File: src/rtl/asram_pkg.sv
package asram_pkg;

   // device minimum times in picoseconds
   localparam int unsigned T_ACC_PS   = 10000; // address / select to valid data
   localparam int unsigned T_WPULSE_PS = 7000; // write strobe low time
   localparam int unsigned T_RELEASE_PS = 5000; // bus release after output enable rises
   localparam int unsigned T_CYCLE_PS = 10000; // minimum access cycle
   localparam int unsigned LANE_W     = 8;

   typedef enum logic [2:0] {
      ST_PWRUP  = 3'd0,
      ST_IDLE   = 3'd1,
      ST_WSETUP = 3'd2,
      ST_WPULSE = 3'd3,
      ST_WHOLD  = 3'd4,
      ST_RACC   = 3'd5,
      ST_RTURN  = 3'd6
   } asram_state_e;

   // internal strobes, all active high
   typedef struct packed {
      logic sel;
      logic wr;
      logic rd;
      logic drive;
   } asram_strobe_t;

   function automatic int unsigned cycles_for(input int unsigned ps, input int unsigned clk_ps);
      return (ps + clk_ps - 1) / clk_ps;
   endfunction

   function automatic asram_strobe_t strobe_of(input asram_state_e st);
      asram_strobe_t s;
      s = '0;
      unique case (st)
         ST_WSETUP: begin s.sel = 1'b1; s.drive = 1'b1; end
         ST_WPULSE: begin s.sel = 1'b1; s.drive = 1'b1; s.wr = 1'b1; end
         ST_WHOLD:  begin s.sel = 1'b1; s.drive = 1'b1; end
         ST_RACC:   begin s.sel = 1'b1; s.rd = 1'b1; end
         default:   s = '0;
      endcase
      return s;
   endfunction

endpackage

File: src/rtl/asram_pwrup.sv
module asram_pwrup #(
   parameter int unsigned PWRUP_CYC = 12500
) (
   input  logic clk,
   input  logic rst_n,
   output logic done
);
   localparam int unsigned CW = (PWRUP_CYC < 2) ? 1 : $clog2(PWRUP_CYC + 1);

   logic [CW-1:0] remain_q;

   always_ff @(posedge clk or negedge rst_n) begin
      if (!rst_n) begin
         remain_q <= CW'(PWRUP_CYC);
      end else if (remain_q != '0) begin
         remain_q <= remain_q - 1'b1;
      end
   end

   assign done = (remain_q == '0);

   // once released, access stays allowed until the next reset
   p_done_sticky_r2: assert property (@(posedge clk) disable iff (!rst_n)
      done |=> done);

endmodule

File: src/rtl/asram_seq.sv
module asram_seq
   import asram_pkg::*;
#(
   parameter int unsigned RD_CYC = 2,
   parameter int unsigned WE_CYC = 1,
   parameter int unsigned TA_CYC = 1
) (
   input  logic          clk,
   input  logic          rst_n,
   input  logic          pwr_done,
   input  logic          req_valid,
   input  logic          req_write,
   output logic          req_ready,
   output logic          accept,
   output logic          sample,
   output asram_strobe_t strobe_d
);
   localparam int unsigned MAX_AB = (RD_CYC > WE_CYC) ? RD_CYC : WE_CYC;
   localparam int unsigned MAX_C  = (MAX_AB > TA_CYC) ? MAX_AB : TA_CYC;
   localparam int unsigned CW     = (MAX_C < 2) ? 1 : $clog2(MAX_C);

   asram_state_e  state_q, state_d;
   logic [CW-1:0] cnt_q, cnt_d;

   assign req_ready = (state_q == ST_IDLE);
   assign accept    = req_ready && req_valid;
   assign sample    = (state_q == ST_RACC) && (cnt_q == '0);

   always_comb begin
      state_d = state_q;
      cnt_d   = cnt_q;
      unique case (state_q)
         ST_PWRUP: begin
            if (pwr_done) state_d = ST_IDLE;
         end
         ST_IDLE: begin
            if (req_valid) begin
               if (req_write) begin
                  state_d = ST_WSETUP;
               end else begin
                  state_d = ST_RACC;
                  cnt_d   = CW'(RD_CYC - 1);
               end
            end
         end
         ST_WSETUP: begin
            state_d = ST_WPULSE;
            cnt_d   = CW'(WE_CYC - 1);
         end
         ST_WPULSE: begin
            if (cnt_q == '0) state_d = ST_WHOLD;
            else             cnt_d   = cnt_q - 1'b1;
         end
         ST_WHOLD: begin
            state_d = ST_IDLE;
         end
         ST_RACC: begin
            if (cnt_q == '0) begin
               state_d = ST_RTURN;
               cnt_d   = CW'(TA_CYC - 1);
            end else begin
               cnt_d = cnt_q - 1'b1;
            end
         end
         ST_RTURN: begin
            if (cnt_q == '0) state_d = ST_IDLE;
            else             cnt_d   = cnt_q - 1'b1;
         end
         default: begin
            state_d = ST_PWRUP;
            cnt_d   = '0;
         end
      endcase
   end

   assign strobe_d = strobe_of(state_d);

   always_ff @(posedge clk or negedge rst_n) begin
      if (!rst_n) begin
         state_q <= ST_PWRUP;
         cnt_q   <= '0;
      end else begin
         state_q <= state_d;
         cnt_q   <= cnt_d;
      end
   end

   // no access may leave the power-on wait before the timer has expired
   p_wait_for_power_r2: assert property (@(posedge clk) disable iff (!rst_n)
      (state_q == ST_PWRUP && !pwr_done) |=> (state_q == ST_PWRUP));

   // a capture is always followed by the release window, never by a new access
   p_sample_then_release_r7: assert property (@(posedge clk) disable iff (!rst_n)
      sample |=> (state_q == ST_RTURN));

endmodule

File: src/rtl/asram_pins.sv
module asram_pins
   import asram_pkg::*;
#(
   parameter int unsigned AW     = 20,
   parameter int unsigned DW     = 16,
   parameter int unsigned WE_CYC = 1,
   parameter int unsigned TA_CYC = 1
) (
   input  logic                 clk,
   input  logic                 rst_n,
   input  logic                 accept,
   input  logic [AW-1:0]        req_addr,
   input  logic [DW-1:0]        req_wdata,
   input  logic [DW/LANE_W-1:0] req_mask,
   input  asram_strobe_t        strobe_d,
   input  logic                 sample,
   input  logic [DW-1:0]        ram_dq_i,
   output logic                 rsp_valid,
   output logic [DW-1:0]        rsp_rdata,
   output logic [AW-1:0]        ram_addr,
   output logic                 ram_sel_n,
   output logic                 ram_sel_p,
   output logic                 ram_wr_n,
   output logic                 ram_rd_n,
   output logic [DW/LANE_W-1:0] ram_lane_n,
   output logic [DW-1:0]        ram_dq_o,
   output logic                 ram_dq_oe
);
   localparam int unsigned LANES = DW / LANE_W;
   localparam int unsigned MAXW  = (WE_CYC > TA_CYC) ? WE_CYC : TA_CYC;
   localparam int unsigned KW    = $clog2(MAXW + 2) + 1;

   logic [AW-1:0]    addr_q;
   logic [DW-1:0]    wdata_q;
   logic [LANES-1:0] mask_q;
   logic [LANES-1:0] mask_src;

   assign mask_src = accept ? req_mask : mask_q;

   always_ff @(posedge clk or negedge rst_n) begin
      if (!rst_n) begin
         addr_q  <= '0;
         wdata_q <= '0;
         mask_q  <= '0;
      end else if (accept) begin
         addr_q  <= req_addr;
         wdata_q <= req_wdata;
         mask_q  <= req_mask;
      end
   end

   always_ff @(posedge clk or negedge rst_n) begin
      if (!rst_n) begin
         ram_sel_n <= 1'b1;
         ram_sel_p <= 1'b0;
         ram_wr_n  <= 1'b1;
         ram_rd_n  <= 1'b1;
         ram_dq_oe <= 1'b0;
         rsp_valid <= 1'b0;
      end else begin
         ram_sel_n <= !strobe_d.sel;
         ram_sel_p <= strobe_d.sel;
         ram_wr_n  <= !strobe_d.wr;
         ram_rd_n  <= !strobe_d.rd;
         ram_dq_oe <= strobe_d.drive;
         rsp_valid <= sample;
      end
   end

   for (genvar g = 0; g < LANES; g++) begin : g_lane
      always_ff @(posedge clk or negedge rst_n) begin
         if (!rst_n) begin
            ram_lane_n[g]                  <= 1'b1;
            rsp_rdata[g*LANE_W +: LANE_W]  <= '0;
         end else begin
            ram_lane_n[g] <= !(strobe_d.sel && mask_src[g]);
            if (sample) begin
               rsp_rdata[g*LANE_W +: LANE_W] <= mask_q[g] ? ram_dq_i[g*LANE_W +: LANE_W]
                                                           : '0;
            end
         end
      end
   end

   assign ram_addr = addr_q;
   assign ram_dq_o = wdata_q;

   // checker state: strobe low time and time since output enable returned high
   logic [KW-1:0] wr_low_cnt;
   logic [KW-1:0] rd_off_cnt;

   always_ff @(posedge clk or negedge rst_n) begin
      if (!rst_n) begin
         wr_low_cnt <= '0;
         rd_off_cnt <= '1;
      end else begin
         if (!ram_wr_n) wr_low_cnt <= (wr_low_cnt == '1) ? wr_low_cnt : wr_low_cnt + 1'b1;
         else           wr_low_cnt <= '0;
         if (!ram_rd_n) rd_off_cnt <= '0;
         else           rd_off_cnt <= (rd_off_cnt == '1) ? rd_off_cnt : rd_off_cnt + 1'b1;
      end
   end

   p_strobe_excl_r8: assert property (@(posedge clk) disable iff (!rst_n)
      !(!ram_wr_n && !ram_rd_n));

   p_no_contention_r8: assert property (@(posedge clk) disable iff (!rst_n)
      !(ram_dq_oe && !ram_rd_n));

   p_drive_lead_r3: assert property (@(posedge clk) disable iff (!rst_n)
      $fell(ram_wr_n) |-> $past(ram_dq_oe));

   p_drive_hold_r3: assert property (@(posedge clk) disable iff (!rst_n)
      $rose(ram_wr_n) |-> (ram_dq_oe && !ram_sel_n && ram_sel_p));

   p_addr_data_stable_r3: assert property (@(posedge clk) disable iff (!rst_n)
      !ram_wr_n |-> ($stable(ram_addr) && $stable(ram_dq_o) && $stable(ram_lane_n)));

   p_pulse_width_r3: assert property (@(posedge clk) disable iff (!rst_n)
      $rose(ram_wr_n) |-> (wr_low_cnt == KW'(WE_CYC)));

   p_rsp_single_r5: assert property (@(posedge clk) disable iff (!rst_n)
      rsp_valid |=> !rsp_valid);

   p_release_gap_r7: assert property (@(posedge clk) disable iff (!rst_n)
      $rose(ram_dq_oe) |-> (rd_off_cnt >= KW'(TA_CYC)));

endmodule

File: src/rtl/asram_ctrl.sv
module asram_ctrl
   import asram_pkg::*;
#(
   parameter int unsigned AW        = 20,
   parameter int unsigned DW        = 16,
   parameter int unsigned CLK_PS    = 8000,
   parameter int unsigned PWRUP_CYC = 12500,
   parameter int unsigned RD_CYC    = 2,
   parameter int unsigned WE_CYC    = 1,
   parameter int unsigned TA_CYC    = 1
) (
   input  logic          clk,
   input  logic          rst_n,
   input  logic          req_valid,
   output logic          req_ready,
   input  logic          req_write,
   input  logic [AW-1:0] req_addr,
   input  logic [DW-1:0] req_wdata,
   input  logic [1:0]    req_mask,
   output logic          rsp_valid,
   output logic [DW-1:0] rsp_rdata,
   output logic [AW-1:0] ram_addr,
   output logic          ram_sel_n,
   output logic          ram_sel_p,
   output logic          ram_wr_n,
   output logic          ram_rd_n,
   output logic          ram_lane_lo_n,
   output logic          ram_lane_hi_n,
   output logic [DW-1:0] ram_dq_o,
   output logic          ram_dq_oe,
   input  logic [DW-1:0] ram_dq_i
);
   localparam int unsigned LANES   = DW / LANE_W;
   localparam int unsigned MIN_RD  = cycles_for(T_ACC_PS, CLK_PS);
   localparam int unsigned MIN_WE  = cycles_for(T_WPULSE_PS, CLK_PS);
   localparam int unsigned MIN_TA  = cycles_for(T_RELEASE_PS, CLK_PS);
   localparam int unsigned MIN_CYC = cycles_for(T_CYCLE_PS, CLK_PS);

   if (DW != 2 * LANE_W) begin : g_bad_width
      $error("asram_ctrl: data width must be two byte lanes");
   end
   if (AW < 1 || CLK_PS < 1 || PWRUP_CYC < 1) begin : g_bad_basic
      $error("asram_ctrl: address width, clock period and power-on delay must be nonzero");
   end
   if (RD_CYC < MIN_RD || RD_CYC < MIN_CYC || RD_CYC < 1) begin : g_bad_rd
      $error("asram_ctrl: read window shorter than the access time");
   end
   if (WE_CYC < MIN_WE || WE_CYC + 2 < MIN_CYC || WE_CYC < 1) begin : g_bad_we
      $error("asram_ctrl: write pulse or write cycle too short");
   end
   if (TA_CYC < MIN_TA || TA_CYC < 1) begin : g_bad_ta
      $error("asram_ctrl: bus release window too short");
   end

   logic          pwr_done;
   logic          accept;
   logic          sample;
   asram_strobe_t strobe_d;
   logic [LANES-1:0] lane_n;

   asram_pwrup #(.PWRUP_CYC(PWRUP_CYC)) u_pwrup (
      .clk   (clk),
      .rst_n (rst_n),
      .done  (pwr_done)
   );

   asram_seq #(.RD_CYC(RD_CYC), .WE_CYC(WE_CYC), .TA_CYC(TA_CYC)) u_seq (
      .clk       (clk),
      .rst_n     (rst_n),
      .pwr_done  (pwr_done),
      .req_valid (req_valid),
      .req_write (req_write),
      .req_ready (req_ready),
      .accept    (accept),
      .sample    (sample),
      .strobe_d  (strobe_d)
   );

   asram_pins #(.AW(AW), .DW(DW), .WE_CYC(WE_CYC), .TA_CYC(TA_CYC)) u_pins (
      .clk        (clk),
      .rst_n      (rst_n),
      .accept     (accept),
      .req_addr   (req_addr),
      .req_wdata  (req_wdata),
      .req_mask   (req_mask),
      .strobe_d   (strobe_d),
      .sample     (sample),
      .ram_dq_i   (ram_dq_i),
      .rsp_valid  (rsp_valid),
      .rsp_rdata  (rsp_rdata),
      .ram_addr   (ram_addr),
      .ram_sel_n  (ram_sel_n),
      .ram_sel_p  (ram_sel_p),
      .ram_wr_n   (ram_wr_n),
      .ram_rd_n   (ram_rd_n),
      .ram_lane_n (lane_n),
      .ram_dq_o   (ram_dq_o),
      .ram_dq_oe  (ram_dq_oe)
   );

   assign ram_lane_lo_n = lane_n[0];
   assign ram_lane_hi_n = lane_n[1];

   p_idle_deselect_r1: assert property (@(posedge clk) disable iff (!rst_n)
      req_ready |-> (ram_sel_n && !ram_sel_p && ram_wr_n && ram_rd_n && !ram_dq_oe
                     && ram_lane_lo_n && ram_lane_hi_n));

   p_power_block_r2: assert property (@(posedge clk) disable iff (!rst_n)
      !pwr_done |-> (!req_ready && ram_wr_n && ram_sel_n));

endmodule

File: config.mk
export PLATFORM = sky130hd
export DESIGN_NAME = asram_ctrl
export DESIGN_NICKNAME = d
export VERILOG_FILES = /design/src/rtl/asram_pkg.sv /design/src/rtl/asram_pwrup.sv /design/src/rtl/asram_seq.sv /design/src/rtl/asram_pins.sv /design/src/rtl/asram_ctrl.sv
export SDC_FILE = /design/constraint.sdc
export NUM_CORES = 1
export LEC_CHECK = 0
export ABC_AREA = 1
export BUFFER_PORTS_ARGS = -buffer_cell sky130_fd_sc_hd__buf_2
export CORE_UTILIZATION = 30
export DETAILED_ROUTE_END_ITERATION = 7
export GPL_ROUTABILITY_DRIVEN = 0
export PLACE_DENSITY = 0.52
export SYNTH_ARGS = -nofsm -noshare
export SYNTH_HDL_FRONTEND = slang
export SYNTH_SLANG_ARGS = --single-unit
File: constraint.sdc
create_clock -name clk -period 1.4 [get_ports clk]
set_input_delay 0.28 -clock clk [delete_from_list [all_inputs] [get_ports clk]]
set_output_delay 0.28 -clock clk [all_outputs]
set_load 0.05 [all_outputs]
Word level (Yosys, flattened, before mapping):

Index checks and enable logic that the tools add are counted.

* add/sub/neg operators: 2
* equality and inequality tests: 12
* mux-type cells: 18
* bitwise gates (word level): 2
* reductions and logical operators: 17

Operators with widths (count)
* 3-bit one-hot mux with 7 select lines: 1
* 3-bit two-way mux: 6
* 8-bit two-way mux: 2
* 3-bit equality test (second input constant): 5
* 14-bit zero test: 1
* 14-bit nonzero test: 1
* 14-bit by 1-bit subtractor with 14-bit output (second input constant): 1
* 3-bit by 2-bit equality test with 1-bit output (second input constant): 4
* 1-bit two-way mux: 7
* 3-bit OR reduction: 2
* 1-bit zero test: 5
* 1-bit logical AND: 4
* 2-bit inequality test (second input constant): 2
* 4-bit OR reduction: 1
* 3-bit by 1-bit equality test with 1-bit output (second input constant): 1
* 3-bit zero test: 1
* 1-bit one-hot mux with 3 select lines: 1
* 3-bit AND reduction: 1
* 2-bit two-way mux: 1
* 1-bit NOT: 2
* 2-bit OR reduction: 1
* 1-bit subtractor (second input constant): 1

* flip-flop bits (word level): 80
* input bits: 58
* output and inout port bits: 61
* word-level logic and storage cells: 67

Logic depth before layout (Yosys ltp):

Gate-level depths: netlist of the first run.

* depth after elaboration: 8
* depth in mapped cells: 10
* gate-level depth less buffers: 10

Hierarchy:

Synthesis of the first run repeated with hierarchy kept, for this count alone.

* cells, all modules: 432
* area total of the unflattened synthesis: 3533.4 um2

Modules (own cells, without submodules)
* asram_pins: times used 1, cells an instance 251, area each 2333.5 um2, seq. area each 1557.7 um2
* asram_pwrup: times used 1, cells an instance 113, area each 828.3 um2, seq. area each 357.8 um2
* asram_seq: times used 1, cells an instance 68, area each 371.6 um2, seq. area each 100.1 um2

Least setup slack after synthesis of the first run:

No wires, ideal clock.

* path type: register to register
* from: reg u_seq.state_q[1]
* to: reg u_pins.addr_q[0] (netlist: u_pins.ram_addr[0])
* setup time: 125 ps
* arrival: 1568 ps
* data required time: 1275 ps
* path slack: -293 ps
* stages on the path, launching flop included: 8
* buffers on the path: 2
* period minus slack after synthesis: 1693 ps
* path through: dfrtp_1 -> inv_2 -> nand2_2 -> nor2_4 -> nand2_2 -> buf_6 -> buf_6 -> mux2_4

* word-level cells in the longest chain between the ends: 2

RTL lines
* start: declaration: line asram_seq.sv:22 `asram_state_e state_q, state_d;`
* start signal: assignment: line asram_seq.sv:83 `state_q <= state_d;`
* 3-bit by 1-bit equality test with 1-bit output: line asram_seq.sv:25 `assign req_ready = (state_q == ST_IDLE);`
* via req_ready: line asram_ctrl.sv:15 `output logic req_ready,`
* 1-bit logical AND: line asram_seq.sv:26 `assign accept = req_ready && req_valid;`
* end signal: assignment: line asram_pins.sv:46 `addr_q <= req_addr;`
* end: declaration: line asram_pins.sv:33 `logic [AW-1:0] addr_q;`

The timed path passes the listed nets, and every way through them passes these cells.
A chain may end at the register's enable or synchronous reset.

Worst setup path in the final report of the first run:

* from: reg u_seq.state_q[1]
* to: out req_ready

* word-level cells in the longest chain between the ends: 1

RTL lines (line)
* 3-bit by 1-bit equality test with 1-bit output: asram_seq.sv:25
* end: declaration: asram_ctrl.sv:15

No other way between the ends.

==> impl_metrics.csv, run 1 <==
group,metric,value,unit
outcome,status,"complete, but fails checks",
outcome,violations_in_the_final_reports,"negative setup slack",
pwr,netSwitchingFraction,46.8,%
placement,place_hpwl,5740,um
global_routing,antenna_found_initial,0,
critical_path,ff2ff_path_depth,9,
finish,areaGrowthSynthToFinish,45.3,%
pwr,power.switching,0.00623,W
sta,hold-worst-slack,0.169,ns
global_routing,grt_pass1_wl,13000,um
finish,post_layout_net_count,512,
floorplan,rows,38,
critical_path,r2r_setup_slack,-0.05,ns
sta,post-route-period-util,107,%
floorplan,die_area,0.0117,mm2
yosys,synth.ff_latch_count,80,
finish,number_of_antenna_diodes,0,
sta,report.final.setup_viol,5,
sta,max-slew-margin-rel,76.8,%
sta,grt_setup_unrepaired,"yes",
pwr,seq_power_share,28.9,%
critical_path,timing.critical_path.required,1.12,ns
floorplan,die_outline_width,108,um
sta,finalHoldViolCount,0,
sta,maxClockFrequency,0.669,GHz
sta,slew_viol_final,0,
critical_path,rr_startpoint,"u_seq.state_q[2]$_DFF_PN0_",
placement,dpl_cells,572,
min_path,worstHoldEndpoint,"u_pins.rsp_rdata[11]$_DFFE_PN0P_",
drt,num_vias,2728,
yosys,mappedNetlistNets,360,
sta,slew_at_the_pin_closest_to_its_max_slew_limit,0.348,ns
clocking,htreeDepth,3,
clocking,clock_tree_from_tritoncts,"done",
flow_run,max-cap-violations,0,
pwr,power.share.combinational,51.9,%
critical_path,cp_cell_sequence,"inv_2 -> nand2_2 -> nor2_4 -> buf_6 -> buf_8",
pwr,p_total,0.0133,W
drt,drt-met1-wl,3470,um
yosys,yosysSeqAreaShare,59.5,%
global_routing,overflow,0,
clocking,worst_skew_pair.late_latency,0.34,ns
sta,finalCriticalPeriod,1.49,ns
critical_path,worst_r2r_endpoint,"u_pins.ram_lane_n[0]$_DFF_PN1_",
pwr,power_frac_clock,19.2,%
critical_path,worstSetupStartpointType,"flip-flop",
min_path,worst_hold_path_type,"primary input to flip-flop",
clocking,max-clock-path-buffers,2,
clocking,tritoncts.num_buffers,9,
drt,drt.antenna.violating_nets,0,
critical_path,critical_path.max_stage_delay,0.38,ns
drt,post_drt_via_cell_ratio,4.56,
critical_path,crit_slowest_cell,"sky130_fd_sc_hd__dfrtp_1",
drt,wl,8220,um
clocking,cts.sink_count,80,
global_routing,grt_pass1_vias,2713,
placement,port-buffer-count,118,
drt,detail_route.first_pass.iterations,4,
drt,remaining_drc_errors,0,
yosys,post_synth_design_cell_area,0.00339,mm2
critical_path,critical_path_arrival,1.21,ns
pwr,leakage,2.62,nW
clocking,clock_tree.root_cell,"sky130_fd_sc_hd__clkbuf_16",
global_routing,maximum_number_of_pins_on_one_net_before_global_route_repair,34,
pwr,peak_vdd_ir,0.00145,V
sta,final_critical_path_setup_slack,-0.0937,ns
yosys,netlist_instances,301,
critical_path,critical_path.max_fanout,4,
sta,final.setup.tns,-0.211,ns
drt,maxUsedRoutingLayer,"met4",
yosys,per_instance_average_area_after_synthesis,11.2,um2
global_routing,global_route.usage.total,14.5,%
yosys,netlist-cell-type-count,26,
pwr,power_density,2710,mW/mm2
yosys,syn_warnings,0,
floorplan,core,0.0109,mm2
floorplan,design.portCount,119,
drt,wl_met2,4090,um
finish,postLayoutCoreUtil,45.0,%
finish,layoutNonFillerInstCount,598,
min_path,hold_path_depth,3,
critical_path,critPathCaptureType,"output port",
drt,avgRoutedWirePerCell,13.7,um
pwr,internal_power,0.00709,W
drt,detailedRoute.firstIterationViolations,91,
clocking,cts.clk_slew.worst_paths,0.07,ns
floorplan,die_y,108,um
min_path,hp-start,"ram_dq_i[11]",
sta,finalClockSkew,0.00763,ns
floorplan,floorplan.initialDensity,31.0,%
critical_path,path_class,"flip-flop to output port",
finish,fraction_of_final_layout_cells_with_drive_strength_greater_than_1,57.6,%
drt,route.met3.wl,548,um
==> worst max-delay path, delay by kind of cell (launching register included) <==
kind	cells	cell delay [ns]
AND/OR/NAND/NOR	2	0.15
flip-flops	1	0.38
buffers and inverters	3	0.34
==> placed cells by master (no fill, tap or decap), drive strengths merged, types with 2 or more instances in the layout <==
| cell | n |
|---|---|
| buf | 150 |
| dfrtp | 69 |
| nand2 | 54 |
| mux2 | 38 |
| nand3 | 26 |
| nor2 | 26 |
| o21ai | 24 |
| inv | 22 |
| clkbuf | 13 |
| dfstp | 11 |
| nor3 | 5 |
| a21oi | 5 |
| xor2 | 3 |
| nand4 | 2 |
| xnor2 | 2 |
| bufinv | 2 |
==> layer usage <==
metal	track usage, %	vias to the layer above
li1	-	1296
met1	17.5	1334
met2	23.9	87
met3	4.88	11
met4	5.77	0
met5	0	-
==> Yosys cell counts, drive strengths merged <==
library cell,instances,area (um2)
dfrtp,69,1730
nand2,54,208
mux2,38,503
nand3,26,140
nor2,26,113
o21ai,24,120
inv,21,78.8
dfstp,11,289
buf,6,48.8
a21oi,5,25.0
clkbuf,5,18.8
nor3,5,25.0
xor2,3,26.3
nand4,2,12.5
xnor2,2,17.5
ha,1,12.5
nand3b,1,7.51
o211ai,1,7.51
or2,1,6.26
==> stage by stage <==
stage / worst slack (ns) / cell area (um2)
after detailed placement: -0.0524 / 4310
after global routing: -0.149 / 4920
final: -0.0937 / 4920
after CTS: -0.109 / 4720
after global placement: 0.00735 / 4310
after floorplan: -0.293 / 3390
==> state kept, by name (all words and copies together) (netlist names) <==
register	flops
u_pins.ram_rd_n	1
u_pins.rsp_rdata	16
u_pins.ram_sel_p	1
u_pwrup.remain_q	14
u_pins.mask_q	2
u_pins.ram_dq_oe	1
u_pins.rsp_valid	1
u_seq.cnt_q	1
u_pins.ram_dq_o	16
u_pins.ram_wr_n	1
u_seq.state_q	3
u_pins.ram_sel_n	1
u_pins.ram_addr	20
u_pins.ram_lane_n	2
==> cells by family after synthesis <==
logic type	share of synthesized area (%)
adder cells (fa/ha/maj)	0.369
XOR/XNOR	1.29
flip-flops	59.5
AND/OR/NAND/NOR	15.1
multiplexers	14.9
buffers and inverters	4.32
AO/OA/AOI/OAI	4.51
==> how the worst max path moves through the flow <==
stage	startpoint	to	slack [ns]
CTS	u_seq.state_q[1]$_DFF_PN0_	req_ready	-0.11
detailed placement	u_pwrup.remain_q[0]$_DFFE_PN0N_	u_pwrup.remain_q[3]$_DFFE_PN0N_	-0.05
global route	u_seq.state_q[1]$_DFF_PN0_	req_ready	-0.15
floorplan	u_seq.state_q[1]$_DFF_PN0_	u_pins.ram_addr[0]$_DFFE_PN0P_	-0.29
global placement	u_pwrup.remain_q[0]$_DFFE_PN0N_	u_pwrup.remain_q[3]$_DFFE_PN0N_	0.007
finish	u_seq.state_q[1]$_DFF_PN0_	req_ready	-0.09
==> cell type report <==
type	instances	area (um2)
sequential	80	2020
tap	140	175
inverter	21	81.3
timing repair buffer	152	920
fill	1054	6020
multi-input combinational	189	1400
clock buffer	12	246
clock inverter	4	76.3
==> power by group through the flow <==
stage	combinational (W)	sequential [W]	clock [W]
after floorplan	0.00201	0.00668	0
after global placement	0.00645	0.00385	0
after detailed placement	0.00650	0.00386	0
after CTS	0.00667	0.00384	0.00265
after global routing	0.00733	0.00398	0.00275
final	0.00692	0.00384	0.00256
==> repair_timing <==
action | 4_1_cts | 5_1_grt
setup endpoints to repair | 14 | 21
endpoints found under the hold margin | 8 | 0
setup buffers | 2 | 8
gates resized for setup | 17 | 44
pin swaps | 4 | 5
hold buffers | 1 | 0
Power figures use the tool's default switching activity.
==> run 2: changes to the inputs <==
Settings changed: CORE_UTILIZATION 30 to 45, PLACE_DENSITY 0.52 to 0.73.
==> impl_metrics.csv, run 2 (synthesis results as in run 1) <==
group,metric,value,unit
outcome,violations_in_the_final_reports,"negative setup slack",
drt,num_vias,2704,
floorplan,die_y,88.7,um
sta,finalCriticalPeriod,1.50,ns
pwr,leakage,2.59,nW
min_path,hold_path_depth,2,
global_routing,grt_pass1_wl,12000,um
floorplan,core,0.00725,mm2
critical_path,critPathCaptureType,"output port",
sta,final_critical_path_setup_slack,-0.0955,ns
drt,detail_route.first_pass.iterations,6,
sta,finalHoldViolCount,0,
finish,most-common-layout-cells,"111 x sky130_fd_sc_hd__buf_2, 67 x sky130_fd_sc_hd__dfrtp_1, 43 x sky130_fd_sc_hd__nand2_1",
clocking,htreeDepth,3,
global_routing,grt_pass1_vias,2716,
sta,slew_viol_final,0,
critical_path,timing.critical_path.required,1.12,ns
pwr,p_total,0.0125,W
clocking,worst_skew_pair.late_latency,0.35,ns
finish,areaGrowthSynthToFinish,40.2,%
global_routing,antenna_found_initial,0,
finish,layoutNonFillerInstCount,559,
floorplan,die_outline_width,88.7,um
critical_path,ff2ff_path_depth,8,
clocking,tritoncts.num_buffers,9,
finish,layout_commonest_cell,"sky130_fd_sc_hd__buf_2",
global_routing,global_route.usage.total,20.1,%
clocking,cts.sink_count,80,
global_routing,overflow,0,
sta,finalClockSkew,0.0115,ns
sta,max-slew-margin-rel,76.6,%
min_path,hp-start,"req_wdata[13]",
drt,avgRoutedWirePerCell,13.6,um
global_routing,maximum_number_of_pins_on_one_net_before_global_route_repair,25,
finish,fraction_of_final_layout_cells_with_drive_strength_greater_than_1,56.1,%
sta,post-route-period-util,107,%
min_path,worstHoldEndpoint,"u_pins.ram_dq_o[13]$_DFFE_PN0P_",
finish,post_layout_net_count,514,
finish,largest_register_ff_count,20,
critical_path,rr_startpoint,"u_pwrup.remain_q[6]$_DFFE_PN1N_",
min_path,worst_hold_path_type,"primary input to flip-flop",
placement,dpl_cells,535,
clocking,cts.clk_slew.worst_paths,0.09,ns
floorplan,rows,31,
drt,drt.antenna.violating_nets,0,
critical_path,path_class,"flip-flop to output port",
placement,port-buffer-count,118,
critical_path,critical_path.max_fanout,3,
critical_path,critical_path_arrival,1.22,ns
drt,post_drt_via_cell_ratio,4.84,
floorplan,die_area,0.00787,mm2
critical_path,worstSetupStartpointType,"flip-flop",
floorplan,floorplan.initialDensity,46.7,%
critical_path,r2r_setup_slack,0.01,ns
drt,wl,7620,um
floorplan,design.portCount,119,
clocking,clock_tree.root_cell,"sky130_fd_sc_hd__clkbuf_8",
clocking,max-clock-path-buffers,2,
drt,remaining_drc_errors,0,
flow_run,max-cap-violations,0,
sta,final.setup.tns,-0.0955,ns
drt,detailedRoute.firstIterationViolations,98,
clocking,clock_tree_from_tritoncts,"done",
critical_path,worst_r2r_endpoint,"u_pwrup.remain_q[3]$_DFFE_PN0N_",
sta,maxClockFrequency,0.669,GHz
outcome,status,"complete, but fails checks",
pwr,peak_vdd_ir,0.00167,V
sta,report.final.setup_viol,1,
placement,place_hpwl,5450,um
sta,grt_setup_unrepaired,"yes",
pwr,power_density,2640,mW/mm2
sta,slew_at_the_pin_closest_to_its_max_slew_limit,0.352,ns
finish,number_of_antenna_diodes,0,
## run 2: cell count changes in the layout (fill, tap and decap cells not counted), sizes merged
cell,before,now
clkbuf,13,10
clkinv,0,2
clkinvlp,1,0
inv,22,23
buf,150,153
## run 2: through the flow
step	instance area (um2)	setup WS [ns]	hold WS [ns]	utilization, %
after floorplan	3390	-0.293	-0.0156	-
after global placement	4280	0.00382	0.210	59.0
after detailed placement	4280	-0.0295	0.207	59.0
after CTS	4560	-0.114	0.139	62.9
after global routing	4750	-0.160	0.133	65.4
final	4750	-0.0955	0.150	65.4
## run 2: what timing repair did
| action | 4_1_cts | 5_1_grt |
|---|---|---|
| hold buffers | 1 | 0 |
| endpoints found under the setup margin | 11 | 22 |
| pin swaps | 1 | 11 |
| gates resized for setup | 15 | 38 |
| endpoints found under the hold margin | 15 | 0 |
| setup buffers | 1 | 6 |
## run 2: cell type report
type | count | area (um2)
fill | 579 | 2510
sequential | 80 | 2020
multi-input combinational | 189 | 1370
timing repair buffer | 154 | 932
clock buffer | 10 | 128
tap | 99 | 124
clock inverter | 6 | 91.3
inverter | 21 | 81.3
## run 2: critical path, cell delays in order (launching register included)
cell and delay (ns):
sky130_fd_sc_hd__dfrtp_1 0.40, sky130_fd_sc_hd__inv_2 0.07, sky130_fd_sc_hd__nand2_2 0.05, sky130_fd_sc_hd__nor2_4 0.10, sky130_fd_sc_hd__buf_6 0.12, sky130_fd_sc_hd__buf_8 0.14
## run 2: worst max path at each step
stage,start,end,slack [ns],cells after the start
2_1_floorplan,u_seq.state_q[1]$_DFF_PN0_,u_pins.ram_addr[0]$_DFFE_PN0P_,-0.29,7
3_3_place_gp,u_seq.state_q[1]$_DFF_PN0_,u_pins.ram_lane_n[0]$_DFF_PN1_,0.004,10
3_5_place_dp,u_pwrup.remain_q[0]$_DFFE_PN0N_,u_pins.ram_lane_n[0]$_DFF_PN1_,-0.03,9
4_1_cts,u_seq.state_q[1]$_DFF_PN0_,req_ready,-0.11,5
5_1_grt,u_seq.state_q[1]$_DFF_PN0_,req_ready,-0.16,5
6_report,u_seq.state_q[1]$_DFF_PN0_,req_ready,-0.1,5
## run 2: layer usage
layer	up-vias	share of wire (%)	wire, um	GRT usage (%)
met2	84	49	3750	31.7
met4	0	1.1	86	6.16
met5	-	0	0	0
met1	1312	43	3250	25.9
li1	1300	-	-	-
met3	8	6.9	529	7.46
## run 2: report_power, final
| part | switching, W | total [W] | internal (W) | leakage (nW) |
|---|---|---|---|---|
| combinational | 0.00465 | 0.00682 | 0.00217 | 1.51 |
| clock | 0.000861 | 0.00188 | 0.00102 | 0.111 |
| sequential | 0.000559 | 0.00384 | 0.00328 | 0.973 |
| total | 0.00607 | 0.0125 | 0.00647 | 2.59 |
